File: src/rtl/wp_seq_pkg.sv
// Package: shared step encoding for the protection command sequencer.
// Assumes: none; holds types only.
package wp_seq_pkg;

    // Position inside the arm or clear command stream
    typedef enum logic [2:0] {
        STEP_IDLE = 3'd0,  // waiting for first unlock write
        STEP_U1   = 3'd1,  // first unlock seen
        STEP_U2   = 3'd2,  // second unlock seen; arm or clear-prefix next
        STEP_C3   = 3'd3,  // clear prefix seen
        STEP_C4   = 3'd4,  // repeated first unlock seen
        STEP_C5   = 3'd5   // repeated second unlock seen
    } step_t;

endpackage

File: src/rtl/wp_cmd_matcher.sv
// Module: tracks the command stream and flags a completed arm or clear command.
// Assumes: 'step_en' is high only for writes that the sequencer may consume;
// hit outputs are combinational and valid in the cycle of the completing write.
module wp_cmd_matcher
    import wp_seq_pkg::*;
#(
    parameter int ADDR_W = 16,
    parameter int DATA_W = 8,
    parameter logic [ADDR_W-1:0] CMD_A = 16'h5555,
    parameter logic [ADDR_W-1:0] CMD_B = 16'h2AAA,
    parameter logic [DATA_W-1:0] UNLOCK1 = 8'hAA,
    parameter logic [DATA_W-1:0] UNLOCK2 = 8'h55,
    parameter logic [DATA_W-1:0] ARM_CODE = 8'hA0,
    parameter logic [DATA_W-1:0] CLEAR_PRE = 8'h80,
    parameter logic [DATA_W-1:0] CLEAR_CODE = 8'h20
) (
    input  logic              clk,
    input  logic              rst_n,
    input  logic              step_en,
    input  logic [ADDR_W-1:0] addr,
    input  logic [DATA_W-1:0] data,
    output logic              arm_hit,
    output logic              clear_hit
);

    step_t step_q, step_d;

    // Compare the current write with one expected address/data pair
    function automatic logic is_pair(input logic [ADDR_W-1:0] a, input logic [DATA_W-1:0] d,
                                     input logic [ADDR_W-1:0] ea, input logic [DATA_W-1:0] ed);
        return (a == ea) && (d == ed);
    endfunction

    // Next-step decode; any mismatch falls back to idle
    always_comb begin
        step_d    = step_q;
        arm_hit   = 1'b0;
        clear_hit = 1'b0;
        if (step_en) begin
            step_d = STEP_IDLE;
            unique case (step_q)
                STEP_IDLE: if (is_pair(addr, data, CMD_A, UNLOCK1)) step_d = STEP_U1;
                STEP_U1:   if (is_pair(addr, data, CMD_B, UNLOCK2)) step_d = STEP_U2;
                STEP_U2: begin
                    if (is_pair(addr, data, CMD_A, ARM_CODE))       arm_hit = 1'b1;
                    else if (is_pair(addr, data, CMD_A, CLEAR_PRE)) step_d  = STEP_C3;
                end
                STEP_C3:   if (is_pair(addr, data, CMD_A, UNLOCK1)) step_d = STEP_C4;
                STEP_C4:   if (is_pair(addr, data, CMD_B, UNLOCK2)) step_d = STEP_C5;
                STEP_C5:   if (is_pair(addr, data, CMD_A, CLEAR_CODE)) clear_hit = 1'b1;
                default:   step_d = STEP_IDLE;
            endcase
        end
    end

    // Step register
    always_ff @(posedge clk) begin
        if (!rst_n) step_q <= STEP_IDLE;
        else        step_q <= step_d;
    end

endmodule

File: src/rtl/wp_nv_flag.sv
// Module: protect flag modelled as a nonvolatile bit with a fixed programming time.
// Assumes: 'start' is not raised while 'pending' is high; TWC_CYCLES >= 1.
module wp_nv_flag #(
    parameter int TWC_CYCLES = 500
) (
    input  logic clk,
    input  logic rst_n,
    input  logic start,
    input  logic start_val,
    output logic prot,
    output logic pending
);

    localparam int TW = $clog2(TWC_CYCLES + 1);

    logic [TW-1:0] left_q;
    logic          val_q;

    // Programming timer: commit the new value once the count runs out
    always_ff @(posedge clk) begin
        if (!rst_n) begin
            prot    <= 1'b0;
            pending <= 1'b0;
            val_q   <= 1'b0;
            left_q  <= '0;
        end else if (start) begin
            pending <= 1'b1;
            val_q   <= start_val;
            left_q  <= TW'(TWC_CYCLES - 1);
        end else if (pending) begin
            if (left_q == '0) begin
                prot    <= val_q;
                pending <= 1'b0;
            end else begin
                left_q <= left_q - 1'b1;
            end
        end
    end

endmodule

File: src/rtl/wp_page_window.sv
// Module: page window opened by an authorised command while protection is on.
// Assumes: 'open_req' and 'page_done' are never high together with a write
// that the window must count; PAGE_BYTES >= 1.
module wp_page_window #(
    parameter int PAGE_BYTES = 128
) (
    input  logic clk,
    input  logic rst_n,
    input  logic open_req,
    input  logic page_done,
    input  logic wr_in_win,
    output logic win_open,
    output logic [$clog2(PAGE_BYTES+1)-1:0] win_cnt
);

    localparam int CW = $clog2(PAGE_BYTES + 1);

    // Window state and byte count; closes on page hand-over or on the byte limit
    always_ff @(posedge clk) begin
        if (!rst_n) begin
            win_open <= 1'b0;
            win_cnt  <= '0;
        end else if (open_req) begin
            win_open <= 1'b1;
            win_cnt  <= '0;
        end else if (page_done) begin
            win_open <= 1'b0;
            win_cnt  <= '0;
        end else if (wr_in_win) begin
            if (win_cnt == CW'(PAGE_BYTES - 1)) begin
                win_open <= 1'b0;
                win_cnt  <= '0;
            end else begin
                win_cnt <= win_cnt + 1'b1;
            end
        end
    end

endmodule

File: src/rtl/wp_cmd_sequencer.sv
// Module: top of the write-protection sequencer. Gates host writes by the
// protect flag and the page window, and requests flag updates on commands.
// Assumes: wr_valid is a one-cycle strobe per host write; page_done is pulsed
// by the page-load logic when the page leaves for programming.
module wp_cmd_sequencer #(
    parameter int ADDR_W = 16,
    parameter int DATA_W = 8,
    parameter int TWC_CYCLES = 500,
    parameter int PAGE_BYTES = 128,
    parameter logic [ADDR_W-1:0] CMD_A = 16'h5555,
    parameter logic [ADDR_W-1:0] CMD_B = 16'h2AAA,
    parameter logic [DATA_W-1:0] UNLOCK1 = 8'hAA,
    parameter logic [DATA_W-1:0] UNLOCK2 = 8'h55,
    parameter logic [DATA_W-1:0] ARM_CODE = 8'hA0,
    parameter logic [DATA_W-1:0] CLEAR_PRE = 8'h80,
    parameter logic [DATA_W-1:0] CLEAR_CODE = 8'h20
) (
    input  logic              clk,
    input  logic              rst_n,
    input  logic              wr_valid,
    input  logic [ADDR_W-1:0] wr_addr,
    input  logic [DATA_W-1:0] wr_data,
    input  logic              prog_busy,
    input  logic              page_done,
    output logic              wr_permit,
    output logic              nv_req,
    output logic              nv_val
);

    localparam int CW = $clog2(PAGE_BYTES + 1);

    logic          prot_q, nv_pend;
    logic          win_open;
    logic [CW-1:0] win_cnt;
    logic          step_en, arm_hit, clear_hit;
    logic          upd_start, upd_val, open_req, allow;

    // Sequencer consumes writes only when idle from programming and outside a window
    assign step_en   = wr_valid && !prog_busy && !nv_pend && !win_open;
    assign upd_start = (arm_hit && !prot_q) || (clear_hit && prot_q);
    assign upd_val   = arm_hit;
    assign open_req  = arm_hit && prot_q;
    assign allow     = !prot_q || win_open;

    wp_cmd_matcher #(
        .ADDR_W(ADDR_W), .DATA_W(DATA_W), .CMD_A(CMD_A), .CMD_B(CMD_B),
        .UNLOCK1(UNLOCK1), .UNLOCK2(UNLOCK2), .ARM_CODE(ARM_CODE),
        .CLEAR_PRE(CLEAR_PRE), .CLEAR_CODE(CLEAR_CODE)
    ) u_match (
        .clk(clk), .rst_n(rst_n), .step_en(step_en),
        .addr(wr_addr), .data(wr_data),
        .arm_hit(arm_hit), .clear_hit(clear_hit)
    );

    wp_nv_flag #(.TWC_CYCLES(TWC_CYCLES)) u_flag (
        .clk(clk), .rst_n(rst_n), .start(upd_start), .start_val(upd_val),
        .prot(prot_q), .pending(nv_pend)
    );

    wp_page_window #(.PAGE_BYTES(PAGE_BYTES)) u_win (
        .clk(clk), .rst_n(rst_n), .open_req(open_req), .page_done(page_done),
        .wr_in_win(wr_valid && win_open),
        .win_open(win_open), .win_cnt(win_cnt)
    );

    // Output register: write verdict and flag-update request
    always_ff @(posedge clk) begin
        if (!rst_n) begin
            wr_permit <= 1'b0;
            nv_req    <= 1'b0;
            nv_val    <= 1'b0;
        end else begin
            wr_permit <= wr_valid && allow;
            nv_req    <= upd_start;
            nv_val    <= upd_start ? upd_val : nv_val;
        end
    end

endmodule

File: config.mk
export PLATFORM = sky130hd
export DESIGN_NAME = wp_cmd_sequencer
export DESIGN_NICKNAME = d
export VERILOG_FILES = /design/src/rtl/wp_seq_pkg.sv /design/src/rtl/wp_cmd_matcher.sv /design/src/rtl/wp_nv_flag.sv /design/src/rtl/wp_page_window.sv /design/src/rtl/wp_cmd_sequencer.sv
export SDC_FILE = /design/constraint.sdc
export NUM_CORES = 1
export LEC_CHECK = 0
export ABC_AREA = 1
export BUFFER_PORTS_ARGS = -buffer_cell sky130_fd_sc_hd__buf_2
export CORE_AREA = 2 2 60 62
export DETAILED_ROUTE_END_ITERATION = 8
export DIE_AREA = 0 0 62 64
export PLACE_DENSITY = 0.83
export SETUP_SLACK_MARGIN = 0.3
export SYNTH_ARGS = -nofsm -noshare
export SYNTH_HDL_FRONTEND = slang
export SYNTH_HIERARCHICAL = 1
export SYNTH_SLANG_ARGS = --single-unit
export TNS_END_PERCENT = 10
File: constraint.sdc
create_clock -name clk -period 3.28 [get_ports clk]
set_clock_uncertainty 0.1 [all_clocks]
set_input_delay 0.164 -clock clk [delete_from_list [all_inputs] [get_ports clk]]
set_output_delay 0.164 -clock clk [all_outputs]
set_load 0.005 [all_outputs]
== Yosys cells after proc, flatten, opt, wreduce, memory -nomap -nowiden ==
Cells that the tools add are included.
Storage, ports and cells
  register bits after elaboration: 26
  bits of input ports: 29
  word-level logic and storage cells: 83
Operators by class
  add/sub/neg operators: 2
  equality and inequality tests: 14
  mux-type cells: 24
  bitwise gates (word level): 3
  reductions and logical operators: 30
Operator list (number)
  9-bit two-way mux: 3
  8-bit == test (second input constant): 3
  16-bit by 14-bit == test with 1-bit output (second input constant): 1
  16-bit by 15-bit == test with 1-bit output (second input constant): 1
  8-bit by 7-bit == test with 1-bit output (second input constant): 2
  3-bit case mux with 5 select lines: 1
  1-bit two-way mux: 14
  1-bit logical AND: 13
  9-bit logical NOT: 1
  3-bit two-way mux: 3
  9-bit by 1-bit subtractor with 9-bit output (second input constant): 1
  8-bit by 1-bit adder with 8-bit output (second input constant): 1
  8-bit by 6-bit == test with 1-bit output (second input constant): 1
  8-bit two-way mux: 1
  3-bit by 2-bit == test with 1-bit output (second input constant): 2
  3-bit == test (second input constant): 2
  2-bit AND reduction: 3
  3-bit nonzero test: 2
  1-bit logical NOT: 4
  2-bit two-way mux: 2
  3-bit by 1-bit == test with 1-bit output (second input constant): 1
  3-bit logical NOT: 1
  1-bit inverter: 3
  3-bit AND reduction: 1
  5 further kinds: 6

== Logic depth before layout (Yosys ltp) ==
  depth after elaboration: 9
  mapped depth: 16

== By module ==
Netlist, hierarchy kept.
By module, submodules not included
  wp_nv_flag: instances 1, cells each 105, area an instance 679.4 um2, sequential area each 240.2 um2
  wp_cmd_matcher: instances 1, cells each 100, area an instance 480.5 um2, sequential area each 60.1 um2
  wp_page_window: instances 1, cells each 66, area an instance 451.7 um2, sequential area each 180.2 um2
  wp_cmd_sequencer: instances 1, cells each 23, area an instance 153.9 um2, sequential area each 60.1 um2

== Least setup slack after synthesis ==
Ideal clock, no wire load.
  path type: reg2reg
  start: reg u_win.win_open
  end: reg u_flag.left_q[4]
  library setup time: 0.117 ns
  arrival: 2.086 ns
  data required time: 3.063 ns
  path slack: 0.976 ns
  stages on the path, launching flop included: 11
  path buffers: 0
  cell sequence: dfxtp_1 -> nor4_1 -> inv_1 -> nor4_1 -> o21ai_0 -> inv_1 -> clkinv_1 -> nand2_2 -> nor2_1 -> nor2_1 -> nor2_1
On the way
  longest elaborated chain between the ends: 7
  elaborated cells on any way between the ends: 11
Ends and longest elaborated chain
  start: declaration: line wp_page_window.sv:12  | output logic win_open,
  start signal: assignment: line wp_page_window.sv:21  | win_open <= 1'b0;
  start signal: assignment: line wp_page_window.sv:24  | win_open <= 1'b1;
  start signal: assignment: line wp_page_window.sv:27  | win_open <= 1'b0;
  1-bit logical NOT *: line wp_cmd_sequencer.sv:39  | assign step_en = wr_valid && !prog_busy && !nv_pend && !win_open;
  1-bit logical AND *: line wp_cmd_sequencer.sv:39
  net step_en: line wp_cmd_sequencer.sv:35  | logic step_en, arm_hit, clear_hit;
  1-bit two-way mux *: line wp_cmd_matcher.sv:39  | if (step_en) begin
  net arm_hit: line wp_cmd_sequencer.sv:35
  1-bit logical AND *: line wp_cmd_sequencer.sv:40  | assign upd_start = (arm_hit && !prot_q) || (clear_hit && prot_q);
  1-bit logical OR *: line wp_cmd_sequencer.sv:40
  net upd_start: line wp_cmd_sequencer.sv:36  | logic upd_start, upd_val, open_req, allow;
  2-bit inequality test (no source line) or 2-bit nonzero test (tied branches)
  2-bit AND reduction (no source line)
  end signal: assignment: line wp_nv_flag.sv:29  | left_q <= TW'(TWC_CYCLES - 1);
  end signal: assignment: line wp_nv_flag.sv:35  | left_q <= left_q - 1'b1;
  end: declaration: line wp_nv_flag.sv:16  | logic [TW-1:0] left_q;
The timed path passes the listed nets; every way through them passes the cells marked *.
A chain may end at the register's enable or synchronous reset.

== Worst setup path in the final report ==
  start: in wr_valid
  end: reg u_flag.left_q[4]
On the way
  longest elaborated chain between the ends: 8
  elaborated cells on any way between the ends: 12
Ends and longest elaborated chain
  start: declaration: line wp_cmd_sequencer.sv:20  | input logic wr_valid,
  1-bit logical AND * (3 in a row): line wp_cmd_sequencer.sv:39
  net step_en: line wp_cmd_sequencer.sv:35
  1-bit two-way mux *: line wp_cmd_matcher.sv:39
  net clear_hit: line wp_cmd_sequencer.sv:35
  1-bit logical AND *: line wp_cmd_sequencer.sv:40
  1-bit logical OR *: line wp_cmd_sequencer.sv:40
  net upd_start: line wp_cmd_sequencer.sv:36
  2-bit inequality test (no source line) or 2-bit nonzero test (tied branches)
  2-bit AND reduction (no source line)
Marks and branches as above.

==> results.yml <==
sta:
  maxSlewViolCount: 0
  slew_headroom: 0.695
  final-hold-violation-count: 0
  fmax_ghz: 0.381
  fin_crit_ps: 2620
  setup_viol: 0
  fin_crit_sh: 0.800
  setup_tns_ps: 0
  rsz0062_at_grt: "no"
  tightest_slew_ps: 457
final_layout:
  syn_to_final_growth_pct: 14.4
  design_area_sq_um: 2020
  diodes: 0
  nets: 362
  drive_gt1_frac: 0.185
  final_util: 0.615
critical_path:
  crit_path_end: "u_flag/left_q[4]$_SDFFE_PN0P_"
  critPathRequiredTime_ps: 3410
  critPathLaunchType: "primary input"
  r2r_setup_slack_ps: 710
  reg2reg_depth: 14
  r2r-end: "u_flag/left_q[4]$_SDFFE_PN0P_"
  arrival_ps: 2750
  path_delay_family: "buffers and inverters"
  slowest_stage: "dlygate4sd3_1"
  crit_chain: "dlygate4sd3_1 > buf_2 > inv_1 > nor4_1 > inv_1 > nor4_1 > nand4_1 > nor2_1 > inv_1 > nand2_1 > o21ai_0 > inv_1 > clkinv_1 > nand2_2 > nor2_1 > nor2_1 > nor2_1"
  cp-end-kind: "register"
  crit_cells: 17
  cp.buffers_inverters: 7
  critPathMaxStageDelay_ps: 520
  path_max_fanout: 9
  r2r-start: "u_flag/pending$_SDFF_PN0_"
  crit_type: "in2reg"
  cp-startpoint: "wr_valid"
floorplan:
  fp.dieW_um: 62
  initial_core_util: 0.538
  rows: 21
  core-area_sq_um: 3280
  pin_count: 32
  die_y_um: 64
  die_area_sq_um: 3970
synthesis:
  synth_nets: 325
  synthTopCellsByCount: "nand2_1 (80), inv_1 (51), nor2_1 (48)"
  synth_cell_types: 27
  synth_top_area_cell: "dfxtp_1"
  synth_seq_cells: 27
  syn_inst: 294
  yosysSeqAreaShare: 0.306
  post-synth-top-count-cell: "nand2_1"
  yosysWarnings: 6
  synth_edf_count: 0
  synthTopCellsByArea: "dfxtp_1 (31%), nand2_1 (17%), inv_1 (11%), nor2_1 (10%), nand3_1 (5.7%)"
  ys.flop_type: "dfxtp_1"
  avgSynthCellArea_sq_um: 6.00
  synth_top_area_frac: 0.306
  async_flop_share: 0
  synth_area_sq_um: 1770
routing:
  ant_nets: 0
  num_vias: 1833
  drc: 0
  totalWireLength_um: 3620
  drt-initial-drc-count: 73
  first_pass_iters: 4
  post_drt_wl_per_cell_um: 9.62
  via_per_inst: 4.88
placed_design:
  dpl-instance-area_sq_um: 1980
  numPortBuffers: 31
  place.gp.congestion: 0.875
  hpwl_um: 2920
power_and_ir_drop:
  p_leak_nw: 0.981
  powerDensity_nw_per_um2: 257
  ir_drop_uv: 293
global_routing:
  grt_first_pass_wirelength_um: 6420
  antenna_found_initial: 0
  overflow: 0
  grt_pass1_vias: 1693
  grt_util_all_layers: 0.204
  grt_max_degree: 16
clocking:
  ctsRootBufferMaster: "clkbuf_4"
  postCtsSetupRepairBufs: 0
  clkTransAtPathRegs_ps: 140
  clk_latency_ps: 330
  hold_buffers: 1
  cts.path.max_buffers: 2
  clock_sinks: 27
  cts_made_buffers: 3
  cts_resized: 0
  cts_tree: "yes"
  htree_levels: 1
run:
  drv_cap: 0
worst_hold_path:
  min_path_type: "in2reg"
outcome:
  status: "finished clean"
[how the worst min path moves through the flow]
| stage | endpoint | slack, ps | from | cells after the start |
|---|---|---|---|---|
| 2_1_floorplan | u_flag/left_q[6]$_SDFFE_PN0P_ | 160 | rst_n | 2 |
| 3_3_place_gp | wr_permit$_SDFF_PN0_ | 340 | wr_valid | 3 |
| 3_5_place_dp | wr_permit$_SDFF_PN0_ | 350 | wr_valid | 3 |
| 4_1_cts | u_win/win_open$_SDFFE_PN0P_ | 5 | page_done | 4 |
| 5_1_grt | u_win/win_open$_SDFFE_PN0P_ | 5 | page_done | 4 |
| 6_report | u_win/win_open$_SDFFE_PN0P_ | 10 | page_done | 4 |
[metrics by stage]
stage	hold WS, ps	std cells	power (mW)	worst slack (ps)
2_1_floorplan	162	294	0.358	976
3_3_place_gp	341	371	0.383	891
3_5_place_dp	349	371	0.384	736
4_1_cts	5.15	376	0.531	669
5_1_grt	4.58	376	0.544	360
6_report	11.3	376	0.520	656
[cell families (layout without fill, tap and decap cells)]
group                    Yosys count  in the layout  synth area share
AO/OA/AOI/OAI                     25             25            0.0773
XOR/XNOR                           2              2           0.00992
adder cells (fa/ha/maj)            2              2            0.0142
buffers and inverters             58             94             0.123
flip-flops                        27             27             0.306
AND/OR/NAND/NOR                  180            180             0.469
[flip-flops by register name (all words and copies together), names as in the netlist]
signal and flops:
u_flag/pending 1, u_flag/left_q 9, u_flag/val_q 1, nv_val 1, wr_permit 1, u_flag/prot 1, u_win/win_cnt 8, u_match/step_q 3
nv_req 1, u_win/win_open 1
[power by group]
| part | total, mW | internal, mW | switching, mW |
|---|---|---|---|
| sequential | 0.329 | 0.329 | 0.0000985 |
| clock | 0.142 | 0.0458 | 0.0963 |
| combinational | 0.0491 | 0.0215 | 0.0276 |
| total | 0.520 | 0.396 | 0.124 |
[cell usage in the layout (no fill, tap or decap), types with 4 or more instances in the layout]
cell	n
inv_2	5
nand3_1	20
nor2_4	4
buf_2	31
a21oi_1	14
nor2_1	48
inv_1	51
o21ai_0	7
nand2_2	5
dfxtp_1	27
nand2_1	80
nand4_1	10
[per-layer routing]
metal | GRT usage | vias up | wire length, um
met5 | 0 | - | 0
met2 | 0.350 | 24 | 1760
met4 | 0.0532 | 0 | 25
met1 | 0.249 | 822 | 1730
met3 | 0.0425 | 4 | 100
li1 | - | 983 | -
[worst reg2reg max path, delay by kind of cell (launching register included)]
family	cells	cell delay [ps]
DFF	1	470
and+or+nand+nor	9	1130
AOI/OAI and AO/OA	1	120
buffers and inverters	4	650
[final cells by class]
| class | instances | area, sq um |
|---|---|---|
| inverter | 57 | 214 |
| fill | 336 | 1260 |
| clock inverter | 1 | 5.00 |
| sequential | 27 | 541 |
| tap | 46 | 57.6 |
| clock buffer | 3 | 22.5 |
| timing repair buffer | 33 | 173 |
| multi-input combinational | 209 | 1010 |
No activity file was read; power rests on OpenSTA's default activity.
